<file path="config.mk">
export PLATFORM = sky130hd
export DESIGN_NAME = rx_req_packer
export DESIGN_NICKNAME = d
export VERILOG_FILES = /design/src/rtl/rx_req_packer_pkg.sv /design/src/rtl/rxp_fifo.sv /design/src/rtl/rxp_packer.sv /design/src/rtl/rx_req_packer.sv
export SDC_FILE = /design/constraint.sdc
export NUM_CORES = 1
export LEC_CHECK = 0
export ABC_AREA = 0
export CAP_MARGIN = 40
export CORE_UTILIZATION = 53
export DETAILED_ROUTE_END_ITERATION = 16
export MAX_ROUTING_LAYER = met4
export PLACE_DENSITY_LB_ADDON = 0.2
export SYNTH_ARGS = -nofsm -noshare
export SYNTH_HDL_FRONTEND = slang
export SYNTH_SLANG_ARGS = --single-unit
</file>
<file path="constraint.sdc">
create_clock -name clk -period 8.1 [get_ports clk]
set_clock_uncertainty 0.2 [all_clocks]
set_input_delay 2.025 -clock clk [delete_from_list [all_inputs] [get_ports clk]]
set_output_delay 2.025 -clock clk [all_outputs]
set_load 0.01 [all_outputs]
</file>
<file path="src/rtl/rx_req_packer_pkg.sv">
// Shared types for the receive-only request packer.
package rx_req_packer_pkg;

    // One FIFO entry: packed word plus the count of valid bytes it holds.
    typedef struct packed {
        logic [31:0] word;
        logic [2:0]  nbytes;
    } rxp_entry_t;

endpackage

</file>
<file path="src/rtl/rxp_fifo.sv">
// Show-ahead FIFO of packed receive words.
// Assumes: the writer never pushes while full, and the reader pops only when not empty.
module rxp_fifo
    import rx_req_packer_pkg::*;
#(
    parameter int DEPTH = 8,
    localparam int PTR_W = (DEPTH > 1) ? $clog2(DEPTH) : 1,
    localparam int LVL_W = $clog2(DEPTH + 1)
) (
    input  logic             clk,
    input  logic             rst_n,
    input  logic             push,
    input  rxp_entry_t       push_entry,
    input  logic             pop,
    output rxp_entry_t       head,
    output logic             empty,
    output logic             full,
    output logic [LVL_W-1:0] level
);
    localparam logic [PTR_W-1:0] LAST_PTR = PTR_W'(DEPTH - 1);
    localparam logic [LVL_W-1:0] FULL_LVL = LVL_W'(DEPTH);

    rxp_entry_t       mem [DEPTH];
    logic [PTR_W-1:0] wr_ptr, rd_ptr;
    logic             do_push, do_pop;

    assign do_push = push && !full;
    assign do_pop  = pop && !empty;
    assign empty   = (level == '0);
    assign full    = (level == FULL_LVL);
    assign head    = mem[rd_ptr];

    // Storage write; contents need no reset since level gates visibility.
    always_ff @(posedge clk) begin
        if (do_push) mem[wr_ptr] <= push_entry;
    end

    // Pointer and occupancy tracking.
    always_ff @(posedge clk) begin
        if (!rst_n) begin
            wr_ptr <= '0;
            rd_ptr <= '0;
            level  <= '0;
        end else begin
            if (do_push) wr_ptr <= (wr_ptr == LAST_PTR) ? '0 : wr_ptr + 1'b1;
            if (do_pop)  rd_ptr <= (rd_ptr == LAST_PTR) ? '0 : rd_ptr + 1'b1;
            case ({do_push, do_pop})
                2'b10:   level <= level + 1'b1;
                2'b01:   level <= level - 1'b1;
                default: level <= level;
            endcase
        end
    end
endmodule

</file>
<file path="src/rtl/rxp_packer.sv">
// Byte counter and 32-bit word packer for receive-only requests.
// Holds up to three bytes right-aligned. It pushes on the fourth byte, or with
// fewer bytes when the remaining count reaches zero.
// Assumes: byte strobes arrive only while run is high (others are ignored).
module rxp_packer
    import rx_req_packer_pkg::*;
#(
    parameter int CNT_W = 16
) (
    input  logic             clk,
    input  logic             rst_n,
    input  logic             req_wr,
    input  logic [CNT_W-1:0] req_bytes,
    input  logic             byte_stb,
    input  logic [7:0]       byte_in,
    input  logic             fifo_full,
    output logic             run,
    output logic [CNT_W-1:0] todo,
    output logic             push,
    output rxp_entry_t       push_entry
);
    localparam logic [CNT_W-1:0] ONE = CNT_W'(1);

    logic [23:0] acc_q;
    logic [1:0]  cnt_q;
    logic [2:0]  new_cnt;
    logic        take, last_byte, flush;

    assign run       = (todo != '0) && !fifo_full;
    assign take      = byte_stb && run;
    assign new_cnt   = {1'b0, cnt_q} + 3'd1;
    assign last_byte = (todo == ONE) && !req_wr;
    assign flush     = !take && (todo == '0) && (cnt_q != 2'd0) && !fifo_full;

    // Decide whether a word leaves this cycle and what it carries.
    always_comb begin
        push       = 1'b0;
        push_entry = '0;
        if (take && (new_cnt == 3'd4 || last_byte)) begin
            push              = 1'b1;
            push_entry.word   = {acc_q, byte_in};
            push_entry.nbytes = new_cnt;
        end else if (flush) begin
            push              = 1'b1;
            push_entry.word   = {8'h00, acc_q};
            push_entry.nbytes = {1'b0, cnt_q};
        end
    end

    // Remaining-byte counter: a request write overrides, otherwise count down.
    always_ff @(posedge clk) begin
        if (!rst_n)      todo <= '0;
        else if (req_wr) todo <= req_bytes;
        else if (take)   todo <= todo - 1'b1;
    end

    // Accumulator of held bytes, cleared whenever its contents are pushed.
    always_ff @(posedge clk) begin
        if (!rst_n) begin
            acc_q <= '0;
            cnt_q <= '0;
        end else if (push) begin
            acc_q <= '0;
            cnt_q <= '0;
        end else if (take) begin
            acc_q <= {acc_q[15:0], byte_in};
            cnt_q <= new_cnt[1:0];
        end
    end
endmodule

</file>
<file path="src/rtl/rx_req_packer.sv">
// Receive-only request word packer: the counter and packer feed a show-ahead FIFO.
// Assumes: DEPTH fits in the 6-bit depth field.
module rx_req_packer
    import rx_req_packer_pkg::*;
#(
    parameter int DEPTH = 8,
    parameter int CNT_W = 16,
    localparam int LVL_W = $clog2(DEPTH + 1)
) (
    input  logic             clk,
    input  logic             rst_n,
    input  logic             req_wr,
    input  logic [CNT_W-1:0] req_bytes,
    input  logic             rx_byte_stb,
    input  logic [7:0]       rx_byte,
    output logic             shift_run,
    output logic [CNT_W-1:0] todo_bytes,
    input  logic             fifo_rd,
    output logic [31:0]      fifo_word,
    output logic [2:0]       fifo_vbytes,
    output logic [LVL_W-1:0] fifo_level,
    output logic             fifo_empty,
    output logic [5:0]       depth_cap
);
    rxp_entry_t push_entry, head;
    logic       push, full;

    rxp_packer #(.CNT_W(CNT_W)) u_packer (
        .clk(clk), .rst_n(rst_n), .req_wr(req_wr), .req_bytes(req_bytes),
        .byte_stb(rx_byte_stb), .byte_in(rx_byte), .fifo_full(full),
        .run(shift_run), .todo(todo_bytes), .push(push), .push_entry(push_entry)
    );

    rxp_fifo #(.DEPTH(DEPTH)) u_fifo (
        .clk(clk), .rst_n(rst_n), .push(push), .push_entry(push_entry),
        .pop(fifo_rd), .head(head), .empty(fifo_empty), .full(full),
        .level(fifo_level)
    );

    // Present the head entry; zero when nothing is held.
    assign fifo_word   = fifo_empty ? 32'h0 : head.word;
    assign fifo_vbytes = fifo_empty ? 3'd0 : head.nbytes;
    assign depth_cap   = 6'(DEPTH);
endmodule

</file>
# After elaboration in Yosys (flattened, before gate mapping)
# Memory sizes are Yosys's and may differ from the RTL's. A register that Yosys moved wholly into a read port is not among the register bits.
# Cells that the tools add are included.
[totals] register_bits=52 latch_bits=0 mem_bits_rw=280 mem_bits_ro=0 inputBits=29 output_inout_bits=63 word_cells=57 n_memories=1
[classes] n_addsub=6 multipliers=0 n_div=0 order_cmp=0 n_eq_ne=7 shift=0 n_mux=15 bitwise_logic=1 reduce_logical=21
[memory_table] memory="u_fifo.mem" depth=8 word_bits=35 rd=1 rd_ports_with_merged_regs=1 wr=1 line_no="rxp_fifo.sv:23" source="rxp_entry_t mem [DEPTH];"
[ops] operator="35-bit two-way mux" n=1
[ops] operator="16-bit two-way mux" n=2
[ops] operator="32-bit two-way mux" n=1
[ops] operator="27-bit two-way mux" n=1
[ops] operator="16-bit by 1-bit equality test with 1-bit output (second input constant)" n=1
[ops] operator="16-bit logical NOT" n=1
[ops] operator="16-bit nonzero test" n=1
[ops] operator="16-bit by 1-bit subtractor with 16-bit output (second input constant)" n=1
[ops] operator="3-bit two-way mux" n=5
[ops] operator="3-bit equality test (second input constant)" n=3
[ops] operator="1-bit logical AND" n=9
[ops] operator="4-bit case mux with 2 select lines" n=1
[ops] operator="3-bit by 1-bit adder with 3-bit output (second input constant)" n=2
[ops] operator="2-bit nonzero test" n=3
[ops] operator="4-bit by 1-bit adder with 4-bit output (second input constant)" n=1
[ops] operator="4-bit equality test (second input constant)" n=1
[ops] operator="1-bit logical NOT" n=4
[ops] operator="4-bit logical NOT" n=1
[ops] operator="1-bit two-way mux" n=4
[ops] operator="4-bit by 1-bit subtractor with 4-bit output (second input constant)" n=1
[ops] operator="2-bit by 1-bit adder with 3-bit output (second input constant)" n=1
[ops] operator="2-bit by 1-bit equality test with 1-bit output (second input constant)" n=1
[ops] operator="2-bit equality test (second input constant)" n=1
[ops] operator="2-bit OR reduction" n=1
[ops] operator="other kinds (2)" n=2

# Depth between registers and ports, before layout
[depth] depth_word=13 ltp_mapped=14 mapped_depth_nobuf=13

# By module
# A second synthesis with hierarchy kept.
[unflattened] hier_cells=816 hier_area_um2=13905.8
[modules_own_cells] module="rxp_fifo" instances=1 cells_per_inst=483 area_each_um2=11212.0 seq_area_each_um2=8668.3
[modules_own_cells] module="rxp_packer" instances=1 cells_per_inst=287 area_each_um2=2376.0 seq_area_each_um2=840.8
[modules_own_cells] module="rx_req_packer" instances=1 cells_per_inst=46 area_each_um2=317.8 seq_area_each_um2=0.0

# Least setup slack after synthesis
# Ideal clock, no wire load.
[synth_timing] path_type="input -> register" start="in req_wr" end="mem u_fifo.mem[0][0] (netlist bit), enable pin" setup_time_ns=0.515 arrival_ns=6.136 required_time_ns=7.385 slack_ns=1.249 cell_stages=6 path_buffers=1 path_cell_list="inv_1 -> and4_1 -> a21o_1 -> a21oi_2 -> buf_4 -> nor4_1"
[synth_via] elab_chain_cells=8
[synth_lines] item="start: declaration" line_no="rx_req_packer.sv:12" source="input logic req_wr,"
[synth_lines] item="1-bit logical NOT" line_no="rxp_packer.sv:32" source="assign last_byte = (todo == ONE) && !req_wr;"
[synth_lines] item="1-bit logical AND" line_no="rxp_packer.sv:32"
[synth_lines] item="1-bit logical OR" line_no="rxp_packer.sv:39" source="if (take && (new_cnt == 3'd4 || last_byte)) begin"
[synth_lines] item="1-bit logical AND" line_no="rxp_packer.sv:39"
[synth_lines] item="1-bit two-way mux" line_no="rxp_packer.sv:39"
[synth_lines] item="1-bit logical AND" line_no="rxp_fifo.sv:27" source="assign do_push = push && !full;"
[synth_lines] item="1-bit two-way mux" line_no="rxp_fifo.sv:35" source="if (do_push) mem[wr_ptr] <= push_entry;"
[synth_lines] item="1-bit two-way mux (implied by the code)" line_no="rxp_fifo.sv:35"
[synth_lines] item="end: declaration" line_no="rxp_fifo.sv:23"
# Every way passes these cells.

# Worst setup path after layout
[layout_timing] start="reg u_packer.todo[0]" end="out shift_run"
[layout_via] elab_chain_cells=2
[layout_lines] item="start: declaration" line_no="rxp_packer.sv:18" source="output logic [CNT_W-1:0] todo,"
[layout_lines] item="start signal: assignment" line_no="rxp_packer.sv:53" source="else if (req_wr) todo <= req_bytes;"
[layout_lines] item="start signal: assignment" line_no="rxp_packer.sv:54" source="else if (take) todo <= todo - 1'b1;"
[layout_lines] item="16-bit nonzero test" line_no="rxp_packer.sv:29" source="assign run = (todo != '0) && !fifo_full;"
[layout_lines] item="1-bit logical AND" line_no="rxp_packer.sv:29"
[layout_lines] item="end: declaration" line_no="rx_req_packer.sv:16" source="output logic shift_run,"
# Every way passes these cells.

==> metrics <==
Async SR Flop Fraction 0%; setup TNS after final layout 0 ns; RSZ-0062 raised after global routing false; wire length reported by the detailed router 27600 um; final critical-path required period 5.26 ns; average cell area after synthesis 17.4 um2; Worst Setup Start Kind flop; maximum VDD drop 0.150 mV; yosys warns 0; ANT nets after route 0; final cycle utilization of the critical path 65.0%; area share of the largest cell type after synthesis 62.0%; initial antenna violation count 1; CTS resizes 0; register area share after synthesis 70.2%; upper clock frequency limit 190 MHz; Slowest-stage cell, CP sky130_fd_sc_hd__nor4_4; share of power burned in combinational logic 5.0%; final weighted congestion of routability-driven global placement 0.825; count of flip-flops with a built-in enable after synthesis 280; largest area contributor in the synthesized netlist sky130_fd_sc_hd__edfxtp_1; maximum number of pins on one net before global-route repair 41; Leakage 4.95 nW; largest fanout on the critical path 14; internal cell power 0.00285 W; part of the total power dissipated in the clock network 42.2%; number of input and output port buffers inserted 85; count of buffers added by post-CTS timing repair for setup 0; DR DRC count 0; clock transition at the registers of the reported paths 0.06 ns; Slew Viols, Final 0; io pins 92; All-Layer GR Usage 22.8%; DR vias 7351; combined flip-flop and latch cell area 9520 um2; final setup vio count 0; number of iterations in the first detailed-routing pass 5; endpoint kind of the worst setup timing path output port; result of the run finished clean; TritonCTS buffer count 34; # hold bufs at CTS 0; DIE WIDTH 162 um; headroom to the max-slew limit 46.4%; cells along the critical path inv_1, ha_1, or3b_2, nor4_4, nor2_1, clkdlybuf4s50_1; clock tree root buffer cell sky130_fd_sc_hd__clkbuf_16; clock tree from TritonCTS done; first-pass GRT wire length 43600 um; Core Footprint 25100 um2; type of the tightest min-delay check flop to flop; FP Rows 58; Detail Placement HPWL 16800 um; effective utilization at floorplan 54.0%; signal arrival time at the worst endpoint 3.04 ns; gate count of the mapped netlist 781; combined area of the multi-input logic cells 3870 um2; max_cap viols 0; floorplan die height 162 um; fill count 1776; main flop type after synthesis sky130_fd_sc_hd__edfxtp_1; P_sw 0.000717 W; endpoints failing hold 0; via count of the first global-routing pass 7705; largest cells by area after synthesis sky130_fd_sc_hd__edfxtp_1 62%, sky130_fd_sc_hd__mux4_2 12%, sky130_fd_sc_hd__dfxtp_1 8.1%; Synth top cells by count 280 x sky130_fd_sc_hd__edfxtp_1, 70 x sky130_fd_sc_hd__mux4_2, 70 x sky130_fd_sc_hd__nor2_1; sequential share of power 52.8%; final-stage net count 918; deepest clock path buffer count 3; full die area 26200 um2; per-cell routed wire length 22.4 um; final hold slack 0.338 ns; count of cell types in the netlist 47; summed instance area of the synthesized netlist 13600 um2; switching fraction of total power 20.1%; power density over the cells 223 nW/um2; number of H-tree levels 2; drt via density 5.96; Worst Max-Slew Pin Slew 0.801 ns; total congestion overflow after global routing 0; most frequent cell after synthesis sky130_fd_sc_hd__edfxtp_1; Worst Setup Path Type flop to output port; Data required, critical path 5.88 ns; Worst path max stage delay 0.73 ns; share of layout cells above drive strength 1 18.4%; number of storage elements in the synthesis netlist 335; count of clock tree sinks 335; Skew-Pair Late Insertion Delay 0.50 ns; area added between synthesis and finish 18.2%; number of design-rule violations left by the first detailed-router iteration 550
## metal layers
| layer | GRT usage [%] | share of wire, % | vias to the layer above | wire [um] |
|---|---|---|---|---|
| li1 | - | - | 3296 | - |
| met1 | 29.6 | 41 | 3723 | 11400 |
| met2 | 37.4 | 51 | 284 | 14000 |
| met3 | 3.60 | 5.9 | 48 | 1640 |
| met4 | 7.08 | 2.3 | 0 | 631 |
| met5 | - | 0 | - | 0 |
## state kept, by name (all words and copies together), names as in the netlist, named ones only
signal,flops
u_packer.acc_q,24
u_fifo.mem,280
u_fifo.wr_ptr,3
u_fifo.level,4
u_packer.cnt_q,2
u_packer.todo,16
u_fifo.rd_ptr,3
## power groups by stage
stage | sequential, W | combinational (W) | clock, W
6_report | 0.00188 | 0.000179 | 0.00150
5_1_grt | 0.00188 | 0.000195 | 0.00159
4_1_cts | 0.00188 | 0.000181 | 0.00153
3_5_place_dp | 0.00192 | 0.000180 | 0
3_3_place_gp | 0.00192 | 0.000168 | 0
2_1_floorplan | 0.00191 | 0.000113 | 0
## worst paths after layout
| check | from | end | slack, ns | depth (start not counted) |
|---|---|---|---|---|
| setup reg to reg | u_packer.todo[0] | u_fifo.level[2] | 3.58 | 15 |
| setup / recovery | u_packer.todo[0] | shift_run | 2.84 | 6 |
| hold reg to reg | u_packer.acc_q[20] | u_packer.acc_q[20] | 0.34 | 2 |
| hold / removal | u_packer.acc_q[20] | u_packer.acc_q[20] | 0.34 | 2 |
## placed cells by master, fill, tap and decap left out, drive strengths merged, types with 3 or more instances in the layout
master,count
nand2b,4
nand3,4
clkbuf,52
nor4bb,4
nand2,11
and3,8
dfxtp,55
nor3,8
buf,27
nor4b,5
nor4,12
a22oi,25
o21ai,19
edfxtp,280
ha,11
nor2,70
clkdlybuf4s50,85
nor2b,4
a21oi,18
xnor2,15
conb,6
inv,7
or4,3
a22o,25
or3,4
clkinv,6
and2,3
nor3b,3
mux4,70
mux2i,42
## stage by stage
stage / instance area (um2) / utilization [%] / instances / power, W / setup WS [ns]
after floorplan: 13600 / - / 785 / 0.00202 / 1.25
after global placement: 14800 / 59.1 / 1167 / 0.00209 / 2.47
after detailed placement: 14900 / 59.5 / 1172 / 0.00210 / 2.36
after CTS: 16000 / 63.8 / 1232 / 0.00359 / 2.74
after global routing: 16000 / 63.8 / 1233 / 0.00367 / 2.61
final: 16000 / 63.8 / 1233 / 0.00357 / 2.84
## worst max-delay path, delay by kind of cell (launching register included)
kind,cells,cell delay [ns]
AND/OR/NAND/NOR,3,1.36
adder cells (fa/ha/maj),1,0.19
buffers and inverters,2,0.61
flip-flops,1,0.37
## area by class of cell
cell class	instances	area share, %
diodes	1	0.0156
clock buffers	52	6.38
clock inverters	8	0.406
inverters	6	0.141
multi-input cells	389	24.2
flip-flops and latches	335	59.4
well taps	330	2.58
repair buffers	112	6.92
## logic make-up (layout without fill, tap and decap cells)
group	Yosys count	count (layout)	share of synthesized area (%)
simple gates	148	148	5.96
mux	113	113	14.8
flops	335	335	70.2
xor+xnor	17	17	1.10
fa+ha+maj	11	11	1.02
buf+inv	61	178	2.04
compound gates	94	94	4.85
other cells	2	7	0.0554
(Power assumes the default switching activity.)
